--- config.mk ---
export PLATFORM = sky130hd
export DESIGN_NAME = pwm_timer
export DESIGN_NICKNAME = d
export VERILOG_FILES = /design/src/rtl/pwm_timer_pkg.sv /design/src/rtl/pwm_prescaler.sv /design/src/rtl/pwm_counter.sv /design/src/rtl/pwm_wavegen.sv /design/src/rtl/pwm_timer.sv
export SDC_FILE = /design/constraint.sdc
export NUM_CORES = 1
export LEC_CHECK = 0
export CAP_MARGIN = 20
export CORE_MARGIN = 2
export CORE_UTILIZATION = 40
export CTS_CLUSTER_DIAMETER = 40
export DETAILED_ROUTE_END_ITERATION = 10
export SETUP_SLACK_MARGIN = 0.15
export SYNTH_ARGS = -nofsm -noshare
export SYNTH_HDL_FRONTEND = slang
export SYNTH_SLANG_ARGS = --single-unit
export TNS_END_PERCENT = 50
--- constraint.sdc ---
create_clock -name clk -period 3.65 [get_ports clk]
set_input_delay 0.5475 -clock clk [delete_from_list [all_inputs] [get_ports clk]]
set_output_delay 0.5475 -clock clk [all_outputs]
set_load 0.005 [all_outputs]
--- src/rtl/pwm_timer_pkg.sv ---
// Package: shared encodings and prescaler tap selection for the PWM timer.
// Assumes all division ratios are powers of two.
package pwm_timer_pkg;

    typedef enum logic [1:0] {
        OUT_OFF       = 2'd0,
        OUT_TOGGLE    = 2'd1,
        OUT_CLR_MATCH = 2'd2,
        OUT_SET_MATCH = 2'd3
    } out_mode_e;

    // Width of the free-running prescaler chain (largest ratio 2**10).
    localparam int PRESC_W = 10;

    // Map a select code to log2 of the division ratio.
    function automatic int presc_shift(input logic [2:0] sel);
        case (sel)
            3'd1:    return 0;
            3'd2:    return 3;
            3'd3:    return 5;
            3'd4:    return 6;
            3'd5:    return 7;
            3'd6:    return 8;
            3'd7:    return 10;
            default: return 0;
        endcase
    endfunction

endpackage

--- src/rtl/pwm_prescaler.sv ---
// Prescaler: a free-running chain that raises tick once every 2**k clocks,
// where k is chosen by sel. Select code 0 stops the chain and the ticks.
// Assumes sel is held stable while a measurement relies on tick spacing.
module pwm_prescaler
    import pwm_timer_pkg::*;
(
    input  logic       clk,
    input  logic       rst_n,
    input  logic [2:0] sel,
    output logic       tick
);

    logic [PRESC_W-1:0] chain;
    logic [PRESC_W-1:0] mask;

    // Build the low-bit mask for the chosen ratio.
    always_comb begin
        mask = PRESC_W'((1 << presc_shift(sel)) - 1);
        tick = (sel != 3'd0) && ((chain & mask) == mask);
    end

    // Advance the chain while running, clear it when stopped.
    always_ff @(posedge clk) begin
        if (!rst_n || sel == 3'd0) chain <= '0;
        else                       chain <= chain + 1'b1;
    end

endmodule

--- src/rtl/pwm_counter.sv ---
// Counter: single-slope ramp wrapping after top, or dual-slope ramp
// turning at the maximum and at zero. It exposes the next value, the
// step direction and the top flag, so that the waveform logic can act
// on the same tick. Assumes top equals the maximum in dual-slope mode.
module pwm_counter #(
    parameter int CNT_W = 8
) (
    input  logic             clk,
    input  logic             rst_n,
    input  logic             tick,
    input  logic             phase,
    input  logic [CNT_W-1:0] top,
    output logic [CNT_W-1:0] count,
    output logic [CNT_W-1:0] nxt_count,
    output logic             step_up,
    output logic             at_top
);

    localparam logic [CNT_W-1:0] MAXV = {CNT_W{1'b1}};

    logic up, up_nxt;

    // Work out the next count and direction for the coming tick.
    always_comb begin
        nxt_count = count;
        step_up   = 1'b1;
        up_nxt    = up;
        at_top    = 1'b0;
        if (phase) begin
            if (up) begin
                if (count == MAXV) begin
                    nxt_count = count - 1'b1;
                    up_nxt    = 1'b0;
                    step_up   = 1'b0;
                    at_top    = 1'b1;
                end else begin
                    nxt_count = count + 1'b1;
                end
            end else if (count == '0) begin
                nxt_count = count + 1'b1;
                up_nxt    = 1'b1;
            end else begin
                nxt_count = count - 1'b1;
                step_up   = 1'b0;
            end
        end else begin
            up_nxt = 1'b1;
            if (count >= top) begin
                nxt_count = '0;
                at_top    = 1'b1;
            end else begin
                nxt_count = count + 1'b1;
            end
        end
    end

    // Commit the count and direction on each tick.
    always_ff @(posedge clk) begin
        if (!rst_n) begin
            count <= '0;
            up    <= 1'b1;
        end else if (tick) begin
            count <= nxt_count;
            up    <= up_nxt;
        end
    end

endmodule

--- src/rtl/pwm_wavegen.sv ---
// Waveform generator: holds the active compare register (reloaded from
// the buffered input at the top of the count) and the waveform level,
// applying the set/clear/toggle rules of each slope mode. It also
// produces the overflow and compare strobes. Assumes the counter's flags
// refer to the tick being taken.
module pwm_wavegen
    import pwm_timer_pkg::*;
#(
    parameter int CNT_W = 8
) (
    input  logic             clk,
    input  logic             rst_n,
    input  logic             tick,
    input  logic             phase,
    input  out_mode_e        mode,
    input  logic             pin_en,
    input  logic [CNT_W-1:0] cmp_value,
    input  logic [CNT_W-1:0] count,
    input  logic [CNT_W-1:0] nxt_count,
    input  logic             step_up,
    input  logic             at_top,
    output logic [CNT_W-1:0] ocr,
    output logic             pwm_out,
    output logic             ovf_pulse,
    output logic             match_pulse
);

    localparam logic [CNT_W-1:0] MAXV = {CNT_W{1'b1}};

    logic [CNT_W-1:0] ocr_nxt;
    logic             wv, wv_nxt, start_lvl, match_hit, ovf_hit, connected;

    // Pick the compare value in force for this tick and detect events.
    always_comb begin
        ocr_nxt   = at_top ? cmp_value : ocr;
        match_hit = phase ? (nxt_count == ocr_nxt) : (count == ocr);
        ovf_hit   = phase ? (nxt_count == '0 && !step_up) : at_top;
        start_lvl = (mode != OUT_SET_MATCH);
    end

    // Apply the set, clear and toggle rules of the active slope mode.
    always_comb begin
        wv_nxt = wv;
        if (!phase) begin
            if (mode == OUT_TOGGLE) begin
                if (match_hit) wv_nxt = ~wv;
            end else if (at_top) begin
                wv_nxt = start_lvl;
            end else if (match_hit) begin
                wv_nxt = ~start_lvl;
            end
        end else begin
            if (ocr_nxt == '0)        wv_nxt = ~start_lvl;
            else if (ocr_nxt == MAXV) wv_nxt = start_lvl;
            else if (match_hit)       wv_nxt = step_up ? ~start_lvl : start_lvl;
        end
    end

    // Register the level, the compare value and the one-clock strobes.
    always_ff @(posedge clk) begin
        if (!rst_n) begin
            wv          <= 1'b0;
            ocr         <= '0;
            ovf_pulse   <= 1'b0;
            match_pulse <= 1'b0;
        end else if (tick) begin
            wv          <= wv_nxt;
            ocr         <= ocr_nxt;
            ovf_pulse   <= ovf_hit;
            match_pulse <= match_hit;
        end else begin
            ovf_pulse   <= 1'b0;
            match_pulse <= 1'b0;
        end
    end

    // Gate the level onto the pin per output mode and enable.
    always_comb begin
        connected = (mode != OUT_OFF) && !(phase && mode == OUT_TOGGLE);
        pwm_out   = pin_en && connected && wv;
    end

endmodule

--- src/rtl/pwm_timer.sv ---
// Top: prescaler, up/down counter and waveform generator for one PWM pin.
// In single-slope toggle mode the count wraps at the active compare
// value; otherwise it spans the full counter range.
module pwm_timer
    import pwm_timer_pkg::*;
#(
    parameter int CNT_W = 8
) (
    input  logic             clk,
    input  logic             rst_n,
    input  logic [2:0]       clk_sel,
    input  logic             slope_mode,
    input  logic [1:0]       out_mode,
    input  logic [CNT_W-1:0] cmp_value,
    input  logic             pin_en,
    output logic             pwm_out,
    output logic [CNT_W-1:0] count,
    output logic             ovf_pulse,
    output logic             match_pulse
);

    localparam logic [CNT_W-1:0] MAXV = {CNT_W{1'b1}};

    out_mode_e        mode;
    logic             tick, step_up, at_top;
    logic [CNT_W-1:0] nxt_count, ocr, top_val;

    // Decode the mode and choose where the single-slope ramp wraps.
    always_comb begin
        mode    = out_mode_e'(out_mode);
        top_val = (!slope_mode && mode == OUT_TOGGLE) ? ocr : MAXV;
    end

    pwm_prescaler u_presc (
        .clk   (clk),
        .rst_n (rst_n),
        .sel   (clk_sel),
        .tick  (tick)
    );

    pwm_counter #(.CNT_W(CNT_W)) u_cnt (
        .clk       (clk),
        .rst_n     (rst_n),
        .tick      (tick),
        .phase     (slope_mode),
        .top       (top_val),
        .count     (count),
        .nxt_count (nxt_count),
        .step_up   (step_up),
        .at_top    (at_top)
    );

    pwm_wavegen #(.CNT_W(CNT_W)) u_wave (
        .clk         (clk),
        .rst_n       (rst_n),
        .tick        (tick),
        .phase       (slope_mode),
        .mode        (mode),
        .pin_en      (pin_en),
        .cmp_value   (cmp_value),
        .count       (count),
        .nxt_count   (nxt_count),
        .step_up     (step_up),
        .at_top      (at_top),
        .ocr         (ocr),
        .pwm_out     (pwm_out),
        .ovf_pulse   (ovf_pulse),
        .match_pulse (match_pulse)
    );

endmodule

==> reports/summary.txt, run 1 <==
Final Max Slew Viols: 0
DRT Wirelength: 7270 µm
Hold Path Class: flop to flop
Fin crit share: 94.0%
Total gr overflow: 0
Full die area: 0.00692 mm²
Vias: 2,466
Final setup viols: 0
Fmax: 0.291 GHz
Die Y: 83.2 µm
Die Wd: 83.2 µm
CP required: 3.87 ns
Max transition margin: 52.3%
Critical Path Source: slope_mode
RSZ-0062 raised after global routing: false
Power per cell area: 229 mW/mm²
Drt via density: 5.41
Tot GR Track Use: 21.8%
VDD IR max: 0.207 mV
Worst Skew: 0.00782 ns
Starting Density: 41.9%
Post-synthesis cell type count: 64
I/O pin count: 28
EDFF count, synth: 0
Nets: 410
Final Non-Filler Cells: 456
Final hold vios: 0
Synthesis-stage register bit count: 30
Min Hold Slack: 0.500 ns
Critical Path Source Type: primary input
Worst Setup End Kind: flop
Pleak: 1.42 nW
Placed inst area: 0.00309 mm²
Synthesized instance count: 323
DRC viols: 0
Sequential share of the synthesized area: 23.9%
Warnings, synthesis: 0
CTS tree: built
CTS Root Buffer Type: clkbuf_8
Initial DRT Pass Iterations: 4
Status: finished clean
R2r setup slk: 0.40 ns
Hold-fix buffers, CTS: 0
Synth Area per Inst: 7.77 µm²
Clock Sinks: 30
Crit path time final: 3.43 ns
Port bufs: 27
Wire length per cell: 15.9 µm
Mapped cell area: 0.00251 mm²
Max-cap violation count: 0
H-tree Lvls: 2
Design area: 0.00327 mm²
Clk slew on worst S/H paths: 0.07 ns
Largest fanout on the critical path: 8
Initial antenna violation count: 0
Area Overhead vs Synth: 30.1%
Setup Crit Path Kind: primary input to flop
Vias in the first global route: 2,523
Layout cells sized above 1: 21.0%
Core Rows: 28
Hold wc startpoint: u_presc.chain[0]
First-pass GRT wire length: 12,300 µm
Core Region: 0.00599 mm²
Largest net degree at the start of global routing: 19
Iteration-0 DRC Markers: 121
N_diodes: 0
Clk_lat worst skew: 0.29 ns
Post-synth ARST share: 0%
Placer Congestion: 0.912
Ys flop type: dfxtp_1
Arrival time at the worst endpoint: 3.65 ns
Syn nets: 353
Num CTS Buffers: 5
Final antenna-violating net count: 0
Measured slew at the worst slew-check pin: 0.710 ns
Reg-to-reg startpoint: u_cnt.count[0]
Clock tree buffer depth: 2
DPL Wire Length: 5530 µm
DP Cell Count: 446
## path summary, 6_finish.rpt
path | cells after the start | endpoint
max reg2reg | 12 | u_wave.wv
min reg2reg | 1 | u_presc.chain[0]
max | 15 | u_wave.wv
min | 1 | u_presc.chain[0]
## registers in the layout (all words and copies together), names as in the netlist
signal              count
u_wave.ovf_pulse        1
u_cnt.up                1
u_cnt.count             8
u_wave.ocr              8
u_wave.wv               1
u_wave.match_pulse      1
u_presc.chain          10
## metrics by stage
| stage | utilization [%] | power [mW] | setup TNS (ns) | setup slack, ns |
|---|---|---|---|---|
| after floorplan | - | 0.411 | 0 | 0.139 |
| after global placement | 51.5 | 0.458 | -1.77 | -0.329 |
| after detailed placement | 51.5 | 0.459 | -2.75 | -0.457 |
| after CTS | 54.1 | 0.753 | 0 | 0.222 |
| after global routing | 54.5 | 0.781 | 0 | 0.152 |
| final | 54.5 | 0.748 | 0 | 0.219 |
## power breakdown
part | switching (mW) | leakage [nW] | internal [mW]
sequential | 0.00595 | 0.242 | 0.331
combinational | 0.0645 | 1.13 | 0.0600
clock | 0.135 | 0.0472 | 0.151
## logic make-up (layout without fill, tap and decap cells)
family	after synthesis	after routing	synth area share (%)
AO/OA/AOI/OAI	63	63	17.8
XOR/XNOR	27	27	9.72
adder cells (fa/ha/maj)	13	13	6.48
buffers and inverters	27	85	5.18
flip-flops	30	30	23.9
multiplexers	22	22	8.82
other	1	1	0.149
AND/OR/NAND/NOR	140	140	27.9
## repair_timing
action	CTS	global route
endpoints found under the setup margin	11	3
pin swaps	10	5
setup buffers	2	0
endpoints found under the hold margin	0	0
resized for setup	13	7
## cell usage in the layout, fill, tap and decap left out, types with 5 or more instances in the layout
cell and instances:
o21ai_0 8, mux2i_1 18, nor4_1 11, buf_4 36, o21ai_1 7, nand4_1 6
xnor2_1 6, nor3_1 5, clkbuf_8 6, nand3_1 9, clkdlybuf4s50_1 24, ha_1 13
xor2_1 20, inv_1 8, nand2_1 26, nor2_1 51, a21oi_1 18, dfxtp_1 30
## worst max-delay path: stages
cell,delay (ns)
clkdlybuf4s15_1,0.23
nor2b_4,0.16
nand2b_4,0.07
or2_2,0.28
ha_1,0.27
nand2b_4,0.15
a2111oi_4,0.45
o21bai_4,0.16
buf_6,0.16
nand2_8,0.10
mux2i_2,0.23
xor2_1,0.11
nor4_1,0.34
a31o_1,0.20
mux2i_1,0.19
## Yosys cell counts (4+ instances only)
library cell  instances  area (µm²)
dfxtp_1              30         601
nand2_1              26        97.6
o21ai_1               6        30.0
nand4_1               6        37.5
buf_2                 5        25.0
inv_1                 8        30.0
a21oi_1              18        90.1
ha_1                 13         163
clkbuf_1              6        22.5
nor4_1               12        75.1
nor3_1                5        25.0
xnor2_1               6        52.6
nor2_1               52         195
nand3_1               9        45.0
mux2i_1              21         210
nor2b_1               4        25.0
o21ai_0               9        45.0
xor2_1               20         175
## layout make-up
type / count / area (µm²)
inverters: 12 / 45.0
clock buffers: 6 / 82.6
fillers: 583 / 2730
clock inverters: 2 / 12.5
well taps: 75 / 93.8
flip-flops and latches: 30 / 601
multi-input cells: 266 / 1870
repair buffers: 65 / 564
## layer usage
layer | up-vias | routed length (µm) | global-route usage [%]
li1 | 1257 | - | -
met1 | 1133 | 3400 | 28.5
met2 | 59 | 3380 | 35.7
met3 | 17 | 321 | 3.88
met4 | 0 | 169 | 8.05
met5 | - | 0 | 0
(Power assumes the default switching activity.)
==> inputs of run 2 (changes only) <==
SLEW_MARGIN = 20   (was not set)
==> results of run 2 <==
The final DEF is identical to that of run 1; final timing and power are the same.
